--- src/rtl/dual_fill_engine.sv ---
module dual_fill_engine #(
  parameter int RA_W    = 8,
  parameter int UNIT_SH = 3,
  localparam int AW     = 32 + UNIT_SH,
  localparam int PW     = AW - 2
) (
  input  logic            clk,
  input  logic            rst_n,
  input  logic            reg_wr,
  input  logic [RA_W-1:0] reg_addr,
  input  logic [31:0]     reg_wdata,
  output logic [31:0]     reg_rdata,
  output logic            mem_valid,
  output logic [AW-1:0]   mem_addr,
  output logic [31:0]     mem_data,
  input  logic            mem_ready,
  output logic [1:0]      busy,
  output logic [1:0]      done
);
  localparam int BW = RA_W - 4;

  logic [31:0]   r_start [2];
  logic [31:0]   r_end   [2];
  logic [31:0]   r_size  [2];
  logic [31:0]   r_val   [2];
  logic [PW-1:0] ptr     [2];
  logic [PW-1:0] lim     [2];
  logic [31:0]   pat     [2];
  logic [1:0]    busy_q, done_q, hit, go, empty;
  logic          lock_vld, lock_ch, sel, accept, last;

  function automatic logic [31:0] swap32(input logic [31:0] v);
    return {v[7:0], v[15:8], v[23:16], v[31:24]};
  endfunction

  always_comb begin
    for (int c = 0; c < 2; c++) begin
      hit[c]   = reg_wr && (reg_addr[RA_W-1:4] == BW'(c + 1));
      go[c]    = hit[c] && (reg_addr[3:2] == 2'd3) && !busy_q[c] && (r_start[c] != 32'd0);
      empty[c] = r_end[c] <= r_start[c];
    end
  end

  always_comb begin
    reg_rdata = '0;
    for (int c = 0; c < 2; c++)
      if (reg_addr[RA_W-1:4] == BW'(c + 1))
        case (reg_addr[3:2])
          2'd0:    reg_rdata = r_start[c];
          2'd1:    reg_rdata = r_end[c];
          2'd2:    reg_rdata = r_size[c];
          default: reg_rdata = r_val[c];
        endcase
  end

  assign sel       = lock_vld ? lock_ch : ~busy_q[0];
  assign mem_valid = busy_q[sel];
  assign mem_addr  = {ptr[sel], 2'b00};
  assign mem_data  = pat[sel];
  assign accept    = mem_valid && mem_ready;
  assign last      = (ptr[sel] + PW'(1)) == lim[sel];
  assign busy      = busy_q;
  assign done      = done_q;

  always_ff @(posedge clk or negedge rst_n) begin
    if (!rst_n) begin
      for (int c = 0; c < 2; c++) begin
        r_start[c] <= '0;
        r_end[c]   <= '0;
        r_size[c]  <= '0;
        r_val[c]   <= '0;
        ptr[c]     <= '0;
        lim[c]     <= '0;
        pat[c]     <= '0;
      end
      busy_q   <= '0;
      done_q   <= '0;
      lock_vld <= 1'b0;
      lock_ch  <= 1'b0;
    end else begin
      for (int c = 0; c < 2; c++) begin
        if (hit[c])
          case (reg_addr[3:2])
            2'd0:    r_start[c] <= reg_wdata;
            2'd1:    r_end[c]   <= reg_wdata;
            2'd2:    r_size[c]  <= reg_wdata;
            default: r_val[c]   <= reg_wdata;
          endcase
        done_q[c] <= (go[c] && empty[c]) || (accept && sel == 1'(c) && last);
        if (go[c] && !empty[c]) begin
          busy_q[c] <= 1'b1;
          ptr[c]    <= PW'(r_start[c]) << (UNIT_SH - 2);
          lim[c]    <= PW'(r_end[c]) << (UNIT_SH - 2);
          pat[c]    <= swap32(reg_wdata);
        end else if (accept && sel == 1'(c)) begin
          ptr[c] <= ptr[c] + PW'(1);
          if (last) busy_q[c] <= 1'b0;
        end
      end
      if (accept && last) lock_vld <= 1'b0;
      else if (mem_valid) begin
        lock_vld <= 1'b1;
        lock_ch  <= sel;
      end
    end
  end

  a_r8_hold_beat: assert property (@(posedge clk) disable iff (!rst_n)
    mem_valid && !mem_ready |=> mem_valid && $stable(mem_addr) && $stable(mem_data));

  a_r4_in_range: assert property (@(posedge clk) disable iff (!rst_n)
    mem_valid |-> ptr[sel] < lim[sel]);

  a_r10_keep_port: assert property (@(posedge clk) disable iff (!rst_n)
    mem_valid && !(mem_ready && last) |=> mem_valid && sel == $past(sel));

  for (genvar g = 0; g < 2; g++) begin : g_chk
    a_r9_done_idle: assert property (@(posedge clk) disable iff (!rst_n)
      done_q[g] |-> !busy_q[g]);
    a_r11_pattern_kept: assert property (@(posedge clk) disable iff (!rst_n)
      busy_q[g] && !(accept && sel == 1'(g) && last) |=> busy_q[g] && $stable(pat[g]));
  end
endmodule

--- config.mk ---
export PLATFORM = sky130hd
export DESIGN_NAME = dual_fill_engine
export DESIGN_NICKNAME = d
export VERILOG_FILES = /design/src/rtl/dual_fill_engine.sv
export SDC_FILE = /design/constraint.sdc
export NUM_CORES = 1
export LEC_CHECK = 0
export BUFFER_PORTS_ARGS = -buffer_cell sky130_fd_sc_hd__buf_2
export CAP_MARGIN = 15
export CORE_AREA = 2 2 413 210
export DETAILED_ROUTE_END_ITERATION = 7
export DIE_AREA = 0 0 415 212
export GPL_TIMING_DRIVEN = 1
export PLACE_DENSITY_LB_ADDON = 0.1
export SYNTH_ARGS = -nofsm -noshare
export SYNTH_HDL_FRONTEND = slang
export SYNTH_SLANG_ARGS = --single-unit
--- constraint.sdc ---
create_clock -name clk -period 5.45 [get_ports clk]
set_clock_uncertainty 0.15 [all_clocks]
set_input_delay 1.09 -clock clk [delete_from_list [all_inputs] [get_ports clk]]
set_output_delay 1.09 -clock clk [all_outputs]
set_load 0.02 [all_outputs]
Word level (Yosys, flattened, before mapping):

Cells that the tools add are included.

* bits in registers: 456
* logic and storage cells: 108

* $add $sub $neg: 3
* bitwise operators: 5
* reduce and logical (&&, ||, !) cells: 44
* muxes and demuxes: 27
* equality and inequality tests: 6
* $lt $le $gt $ge: 4

Operator list (number)
* two-way mux 33 bit: 10
* case mux 32 bit (3 select lines): 2
* two-way mux 32 bit: 5
* adder 33 x 1 -> 33 bit (second input constant): 3
* <= comparator 32 bit: 2
* nonzero test 32 bit: 2
* equality test 33 bit: 1
* AND reduction 2 bit: 11
* logical AND 1 bit: 18
* two-way mux 1 bit: 10
* nonzero test 2 bit: 5
* equality test 2 bit (second input constant): 2
* equality test 4 x 1 -> 1 bit (second input constant): 1
* equality test 4 x 2 -> 1 bit (second input constant): 1
* zero test 1 bit: 4
* NOT 1 bit: 4
* OR reduction 3 bit: 1
* equality test 2 x 1 -> 1 bit (second input constant): 1
* greater-or-equal comparator 2 bit (second input constant): 1
* zero test 2 bit: 1
* logical OR 1 bit: 2
* less-than comparator 1 x 2 -> 1 bit (second input constant): 1
* NOT 1 -> 2 bit: 1

Logic depth before layout (Yosys ltp):

Gate-level depths: netlist of run 1.

* depth in word-level cells: 11
* gate-level depth with buffers: 20
* mapped depth without buffers: 14

Worst setup path after synthesis of run 1:

OpenSTA, ideal clock, no wires.

* path type: register to register
* from: reg busy_q[0], in the netlist busy[0]
* to: reg lock_ch
* path buffers: 6
* cell stages (with the launch flop): 19
* slack: 1.035 ns
* setup time: 0.128 ns
* data arrival time: 4.138 ns
* path through: dfrtp_1 -> or2_1 -> buf_2 -> nand2_2 -> buf_2 -> buf_2 -> clkbuf_1 -> clkbuf_1 -> nand2_1 -> nand2_1 -> ha_1 -> clkbuf_1 -> a32o_2 -> xnor3_1 -> nand4_1 -> nor4_1 -> nand4b_1 -> o21ai_1 -> mux2_1

* cells in the longest elaborated chain, start to end: 11
* elaborated cells on any way between the ends: 17
* those cells by class: add/sub (1); eq/ne (1); mux (9); bitwise (3); reduce/logical (3)

RTL lines
* from (decl): RTL line 29 `logic [1:0] busy_q, done_q, hit, go, empty;`
* from (signal assigned): RTL line 76 `busy_q <= '0;`
* from (signal, indexed assignment): RTL line 91 `busy_q[c] <= 1'b1;`
* from (signal, indexed assignment): RTL line 97 `if (last) busy_q[c] <= 1'b0;`
* NOT 1 bit: RTL line 56 `assign sel = lock_vld ? lock_ch : ~busy_q[0];`
* two-way mux 1 bit: RTL line 56
* NOT 1 -> 2 bit
* two-way mux 33 bit (3 in a row)
* net mem_addr[3]: RTL line 14 `output logic [AW-1:0] mem_addr,`
* adder 33 x 1 -> 33 bit: RTL line 61 `assign last = (ptr[sel] + PW'(1)) == lim[sel];`
* equality test 33 bit: RTL line 61
* logical AND 1 bit: RTL line 100 `if (accept && last) lock_vld <= 1'b0;`
* NOT 1 bit (no line)
* AND reduction 2 bit (no line)
* to (signal assigned): RTL line 103 `lock_ch <= sel;`
* to (decl): RTL line 30 `logic lock_vld, lock_ch, sel, accept, last;`

The timed path passes the listed nets, and every way through them passes these cells. The select of a mux whose other input is x is not followed.
A chain may end at the register's enable or synchronous reset.

Worst setup path after layout of run 1:

* from: reg busy_q[0], in the netlist busy[0]
* to: reg lock_ch

* cells in the longest elaborated chain, start to end: 11
* elaborated cells on any way between the ends: 17
* those cells by class: add/sub (1); eq/ne (1); mux (9); bitwise (3); reduce/logical (3)

RTL lines (RTL line)
* NOT 1 bit: 56
* two-way mux 1 bit: 56
* NOT 1 -> 2 bit (not written as such): 61
* two-way mux 33 bit (not written as such) (3 in a row): 61
* adder 33 x 1 -> 33 bit: 61
* equality test 33 bit: 61
* logical AND 1 bit: 100
* NOT 1 bit (no line)
* AND reduction 2 bit (no line)

Several ways; a longest one is shown, not always the timed one. The select of a mux whose other input is x is not followed.

==> metrics.txt, run 1 <==
status finished clean; final WL around 99 mm; Sw Share 0.312; die area around 90,000 µm²; Pre-antenna DRT Iters 6; final hold violations 0; RSZ-0062 raised after global routing false; power consumption roughly 9000 µW; largest net degree at the start of global routing ~120; buffer count from post-CTS setup fixing 0; Pwr Density 317 nW/µm²; CTS tree yes; CP max stage delay 0.56 ns; Synth Register Bits 456; fin nets approximately 2,500; area growth from synthesis to layout 13.6%; Combinational Power Share 0.155; Setup TNS 0 ns; crit-path max FO 27; Top delay family on crit path simple AND/OR/NAND/NOR gates; Synth area leader dfrtp_1; Hold-fix buffers, CTS 0; Pint between 6000 and 7000 µW; largest family of logic cells by synthesized area multiplexers; Worst VDD drop 252 µV; crit path kind reg2reg; clk root buf clkbuf_16; Critical Path End Type register; CP max-delay cell dfrtp_1; ys flop type dfrtp_1; vias in the first global route around 19,000; post-synth cell types around 90; Post-Syn Instances between 2,000 and 2,500; synth cell count leaders 456 x dfrtp_1, 345 x nand2_1, 325 x mux2_2; Clock Latency Late Sink about 0.62 ns; Starting Density 0.297; initial antenna violation count 4; critical path arrival between 4 and 5 ns; ranking of synthesized cells by area dfrtp_1 45%, mux2_2 15%, mux4_2 5.7%, nand2_1 5.1%, ha_1 3.3%; Slew HR 0.343; I/O Buffers between 100 and 150; floorplan row count 76; Post-synth EDFFs 0; CTS max path bufs 3; Fin Hold WS around 0.28 ns; total track usage 0.225; Clk pwr share 0.389; Final Util 0.337; I/O pin total approximately 150; crit path from busy[0]; Synth Area in Adders 0.0333; Placer Congestion 0.895; first-pass GRT wire length about 140 mm; RR Startpoint busy[0]; post_cts resized 0; CTS Buf Count 48; vias per inst ~5.5; initial DRC count 1,946; Final Setup Violations 0; Mean Syn Cell Area between 10 and 15 µm²; Remaining DRCs 0; period utilization 0.844; HP Class in2async; Synthesis Warnings 0; xor and xnor area share after synthesis 0.0315; count leader, synth dfrtp_1; Chip Height 212 µm; fin cells approximately 3,600; Max Freq around 220 MHz; Net Switching 2830 µW; layout cells sized above 1 0.280; sequential power share 0.455; CTS Sinks 456; Antenna Nets Post-Route 0; leakage power figure about 0.014 µW; die width a little over 400 µm; Inst Count DP 3,479; dpl hpwl 71.3 mm; area fraction of the dominant cell type after synthesis 0.454; Max-cap violations 0; buffers plus inverters on the worst setup path 0; Crit path required time between 5 and 6 ns; r2r setup slk 0.85 ns; sequential area share after synthesis 0.454; asr flop ratio synth 1.00; post-synthesis mux area share 0.206; compound-cell area share of the yosys netlist 0.101; Slew Viols, Final 0; GRT overflow 0; Post-Synth Simple-Gate Area 0.128; core area around 85,000 µm²; Worst setup SP type register; H-tree Lvls 2; worst slew pin tran ~1 ns; synthesized area ~25,000 µm²; WL per Instance 27.7 µm; minimum clock period 4.60 ns; via count between 15,000 and 20,000; crit-path cells or2_1 -> nand2_4 -> mux2_2 -> ha_1 -> nand3_1 -> nor2_1 -> a32o_2 -> xnor3_1 -> nand4_1 -> nor4_1 -> nand4b_1 -> o21ai_1 -> mux2_1; Worst-path clk slew approximately 0.07 ns
==> area by class of cell <==
| class | instances | area, µm² |
|---|---|---|
| Inverter | 76 | 285 |
| Clock buffer | 69 | 1400 |
| Antenna cell | 2 | 5.00 |
| Clock inverter | 19 | 236 |
| Sequential cell | 456 | 11400 |
| Timing Repair Buffer | 187 | 1170 |
| Tap cell | 1131 | 1420 |
| Fill cell | 8550 | 56300 |
| Multi-Input combinational cell | 1630 | 12600 |
==> cells by family after synthesis <==
| kind of cell | count (synthesis) |
|---|---|
| flip-flops | 456 |
| adder cells (fa/ha/maj) | 67 |
| XOR/XNOR | 89 |
| AO/OA/AOI/OAI | 395 |
| AND/OR/NAND/NOR | 679 |
| other | 1 |
| multiplexers | 398 |
| buffers and inverters | 267 |
==> power by group through the flow <==
stage | sequential (µW) | combinational (µW) | clock (µW)
finish | 4130 | 1410 | 3530
detailed placement | 4170 | 1400 | 0
floorplan | 3910 | 940 | 0
global route | 4160 | 1550 | 3770
CTS | 4110 | 1410 | 3620
global placement | 4160 | 1390 | 0
==> final timing paths <==
path | depth (start not counted) | endpoint
max in group asynchronous | 2 | pat[53]
max | 13 | lock_ch
max reg2reg | 13 | lock_ch
min reg2reg | 1 | r_size[49]
min in group clk | 1 | r_size[49]
min | 1 | r_start[5]
==> layout by cell type (no fill, tap or decap), types with 9 or more instances in the layout <==
| cell | Yosys | layout |
|---|---|---|
| nand3_1 | 59 | 57 |
| o21ai_0 | 160 | 160 |
| mux2_2 | 325 | 325 |
| buf_12 | 0 | 9 |
| dfrtp_1 | 456 | 456 |
| clkbuf_8 | 0 | 10 |
| clkinv_2 | 0 | 9 |
| a21o_1 | 20 | 20 |
| xnor2_1 | 50 | 50 |
| and3_1 | 17 | 17 |
| a21oi_1 | 68 | 68 |
| nor2_1 | 82 | 81 |
| ha_1 | 67 | 67 |
| o311ai_0 | 15 | 15 |
| clkbuf_1 | 92 | 10 |
| xor2_1 | 38 | 38 |
| nor4_1 | 32 | 32 |
| mux4_2 | 64 | 64 |
| nand2_1 | 345 | 345 |
| buf_2 | 41 | 142 |
| nand4_1 | 53 | 53 |
| nor3_1 | 26 | 22 |
| buf_4 | 9 | 35 |
| a22o_1 | 32 | 32 |
| o211ai_1 | 21 | 21 |
| inv_1 | 76 | 76 |
| clkbuf_16 | 0 | 49 |
==> sequential cells by signal, indices dropped and copies added (netlist names) <==
signal and cells:
lim 64, done 2, busy 2, r_val 64
lock_vld 1, lock_ch 1, r_size 64, r_end 64
r_start 64, pat 64, ptr 66
==> metrics by stage <==
step | setup WS, ns | cell area (µm²)
2_1_floorplan | 1.03 | 25200
3_3_place_gp | 0.915 | 26900
3_5_place_dp | 0.907 | 26900
4_1_cts | 0.867 | 28600
5_1_grt | 0.705 | 28600
6_report | 0.851 | 28600
==> per-layer routing <==
metal / wire length (µm) / GRT usage / vias up / share of wire
met5: 0 / 0 / - / 0
met4: 1370 / 0.0380 / 0 / 0.014
met3: 9650 / 0.0704 / 81 / 0.097
met2: 35800 / 0.277 / 709 / 0.36
met1: 52300 / 0.368 / 10157 / 0.53
li1: - / - / 8554 / -
No activity file was read; power rests on OpenSTA's default activity.
==> run 2, diff against run 1 <==
==> constraint.sdc (replaced) <==
create_clock -name clk -period 3.8 [get_ports clk]
set_clock_uncertainty 0.15 [all_clocks]
set_input_delay 0.76 -clock clk [delete_from_list [all_inputs] [get_ports clk]]
set_output_delay 0.76 -clock clk [all_outputs]
set_load 0.02 [all_outputs]
==> run 2 against run 1 <==
The flow now finishes with violations (negative hold slack). Total power increased by 48%. Die area unchanged. Setup slack got worse by 0.71 ns. Fmax increased by 26%. Cell count increased by 4.2%. Global-route usage increased by 0.76 points. Clock power increased by 47%. Count of clock-buffer cells in the layout unchanged. Critical endpoint is now lim[22]. Largest cell class unchanged.
==> metrics.txt, run 2 (synthesis results as in run 1) <==
r2r setup slk 0.14 ns (was 0.85 ns); I/O Buffers 143 (unchanged); Critical Path End Type register (unchanged); leakage power figure 0.0144 µW (was 0.0135 µW); floorplan row count 76 (unchanged); initial DRC count 2,184 (was 1,946); Placer Congestion 0.922 (was 0.895); first-pass GRT wire length 148 mm (was 143 mm); CTS max path bufs 3 (unchanged); GRT overflow 0 (unchanged); Worst VDD drop 312 µV (was 252 µV); Pre-antenna DRT Iters 6 (unchanged); critical path's most frequent cell buf_4; worst r2r dst lim[22] (was lock_ch); clk root buf clkbuf_16 (unchanged); commonest non-fill, non-tap cell in the layout dfrtp_1 (unchanged); largest reg by FF count ptr (unchanged); WL per Instance 27.6 µm (was 27.7 µm); Filler Cells Inserted 8,523 (was 8,550); minimum clock period 3.66 ns (was 4.60 ns); die width 415 µm (unchanged); Crit path required time 4.17 ns (was 5.80 ns); fin nets 2,665 (was 2,510); Worst-path clk slew 0.07 ns (about the same); Slew Viols, Final 0 (unchanged); Max Freq 274 MHz (was 217 MHz); Inst Count DP 3,631 (was 3,479); Starting Density 0.297 (unchanged); Chip Height 212 µm (unchanged); failing checks negative hold slack; Top delay family on crit path simple AND/OR/NAND/NOR gates (unchanged); Pwr Density 446 nW/µm² (was 317 nW/µm²); Final Setup Violations 0 (unchanged); vias per inst 5.49 (was 5.46); CTS Buf Count 49 (was 48); worst slew pin tran 1.00 ns (was 0.977 ns); largest net degree at the start of global routing 87 (was 118); fin cells 3,720 (was 3,570); CP max-delay cell dfrtp_1 (unchanged); final WL 103 mm (was 99.0 mm); core area 84,800 µm² (unchanged); Remaining DRCs 0 (unchanged); RR Startpoint r_start[23] (was busy[0]); CTS Sinks 456 (unchanged); vias in the first global route 19,845 (was 19,125); crit-path max FO 15 (was 27); initial antenna violation count 6 (was 4); Worst setup SP type register (unchanged); Antenna Nets Post-Route 0 (unchanged); total track usage 0.232 (was 0.225); Fin Hold WS -0.00324 ns (was 0.280 ns); CTS tree yes (unchanged); via count 20,438 (was 19,501); area growth from synthesis to layout 19.3% (was 13.6%); CP Depth 14 (was 13); Place WS -0.194 ns (was 0.907 ns); Clock Latency Late Sink 0.63 ns (was 0.62 ns); crit-path cells inv_1 -> ha_1 -> nand3_1 -> nor3_4 -> buf_4 -> nand4_1 -> buf_4 -> a2111oi_1 -> nor2_1 -> o211a_1 -> nor2_4 -> buf_12 -> bufbuf_16 -> mux2_2 (was or2_1 -> nand2_4 -> mux2_2 -> ha_1 -> nand3_1 -> nor2_1 -> a32o_2 -> xnor3_1 -> nand4_1 -> nor4_1 -> nand4b_1 -> o21ai_1 -> mux2_1); crit path from r_start[23] (was busy[0]); HP Class in2async (unchanged); dpl hpwl 75.3 mm (was 71.3 mm); final hold violations 3 (was 0); period utilization 0.962 (was 0.844); max reg flops 66 (unchanged); setup ws final 0.145 ns (was 0.851 ns); RSZ-0062 raised after global routing false (unchanged); Hold-fix buffers, CTS 0 (unchanged); critical path arrival 4.02 ns (was 4.94 ns); H-tree Lvls 2 (unchanged); most frequent cells in the layout 455 x dfrtp_1, 344 x nand2_1, 325 x mux2_2, 173 x buf_4, 160 x o21ai_0 (was 456 x dfrtp_1, 345 x nand2_1, 325 x mux2_2, 160 x o21ai_0, 142 x buf_2); Max-cap violations 0 (unchanged); crit path kind reg2reg (unchanged); die area 88,000 µm² (unchanged); CP max stage delay 0.35 ns (was 0.56 ns); buffers plus inverters on the worst setup path 5 (was 0); Slew HR 0.324 (was 0.343); status complete, but fails checks (was finished clean); Worst R2R Path Depth 14 (was 13); layout cells sized above 1 0.324 (was 0.280); crit path to lim[22] (was lock_ch); I/O pin total 148 (unchanged)
[run 2: final cells by class]
class,instances,area (µm²),share of cell area
multi-input combinational,1630,12700,0.423
clock inverter,15,279,0.00930
timing repair buffer,341,2530,0.0845
clock buffer,69,1380,0.0461
inverter,76,285,0.00951
antenna,2,5.00,0.000167
sequential,456,11400,0.380
tap,1131,1420,0.0472
[run 2: worst min path at each step]
stage                         start   endpoint  slack [ns]  cells after the start
after CTS                     rst_n    pat[62]        0.03                      1
after detailed placement  r_val[24]  r_val[24]        0.34                      1
final                         rst_n    pat[62]      -0.003                      1
after global placement     r_val[8]   r_val[8]        0.33                      1
after global routing          rst_n  r_size[5]        0.06                      1
after floorplan               rst_n    busy[0]        0.31                      0
[run 2: power by group]
| part | total [µW] | internal [µW] | switching [µW] | leakage (µW) |
|---|---|---|---|---|
| clock network | 5190 | 3010 | 2190 | 0.000810 |
| registers | 5680 | 5290 | 390 | 0.00600 |
| logic | 2520 | 1010 | 1510 | 0.00754 |
[run 2: worst register-to-register path, delay by kind of cell, from the launching register on]
| family | cells | cell delay [ns] |
|---|---|---|
| flip-flops | 1 | 0.35 |
| buffers and inverters | 5 | 0.88 |
| adder cells (fa/ha/maj) | 1 | 0.31 |
| AO/OA/AOI/OAI | 2 | 0.49 |
| AND/OR/NAND/NOR | 5 | 1.02 |
| multiplexers | 1 | 0.35 |
[run 2: layer usage]
metal	vias up	share of wire	routed length (µm)	track usage
li1	8856	-	-	-
met1	10633	0.54	55700	0.397
met2	846	0.36	36600	0.284
met3	101	0.085	8670	0.0509
met4	2	0.015	1500	0.0385
met5	-	0.000068	7	0
[run 2: repair_timing]
item	in CTS	in global routing
pin swaps	1	0
setup endpoints to repair	88	75
buffers inserted	2	0
cloned	1	0
gates resized for setup	4	6
[run 2: stage by stage]
step | power, µW | util | setup TNS [ns] | cell area (µm²)
floorplan | 6970 | - | 0 | 25200
global placement | 8200 | 0.333 | -17.12 | 28200
detailed placement | 8240 | 0.333 | -12.22 | 28200
CTS | 13500 | 0.353 | 0 | 30000
global route | 14000 | 0.354 | 0 | 30000
finish | 13400 | 0.354 | 0 | 30000
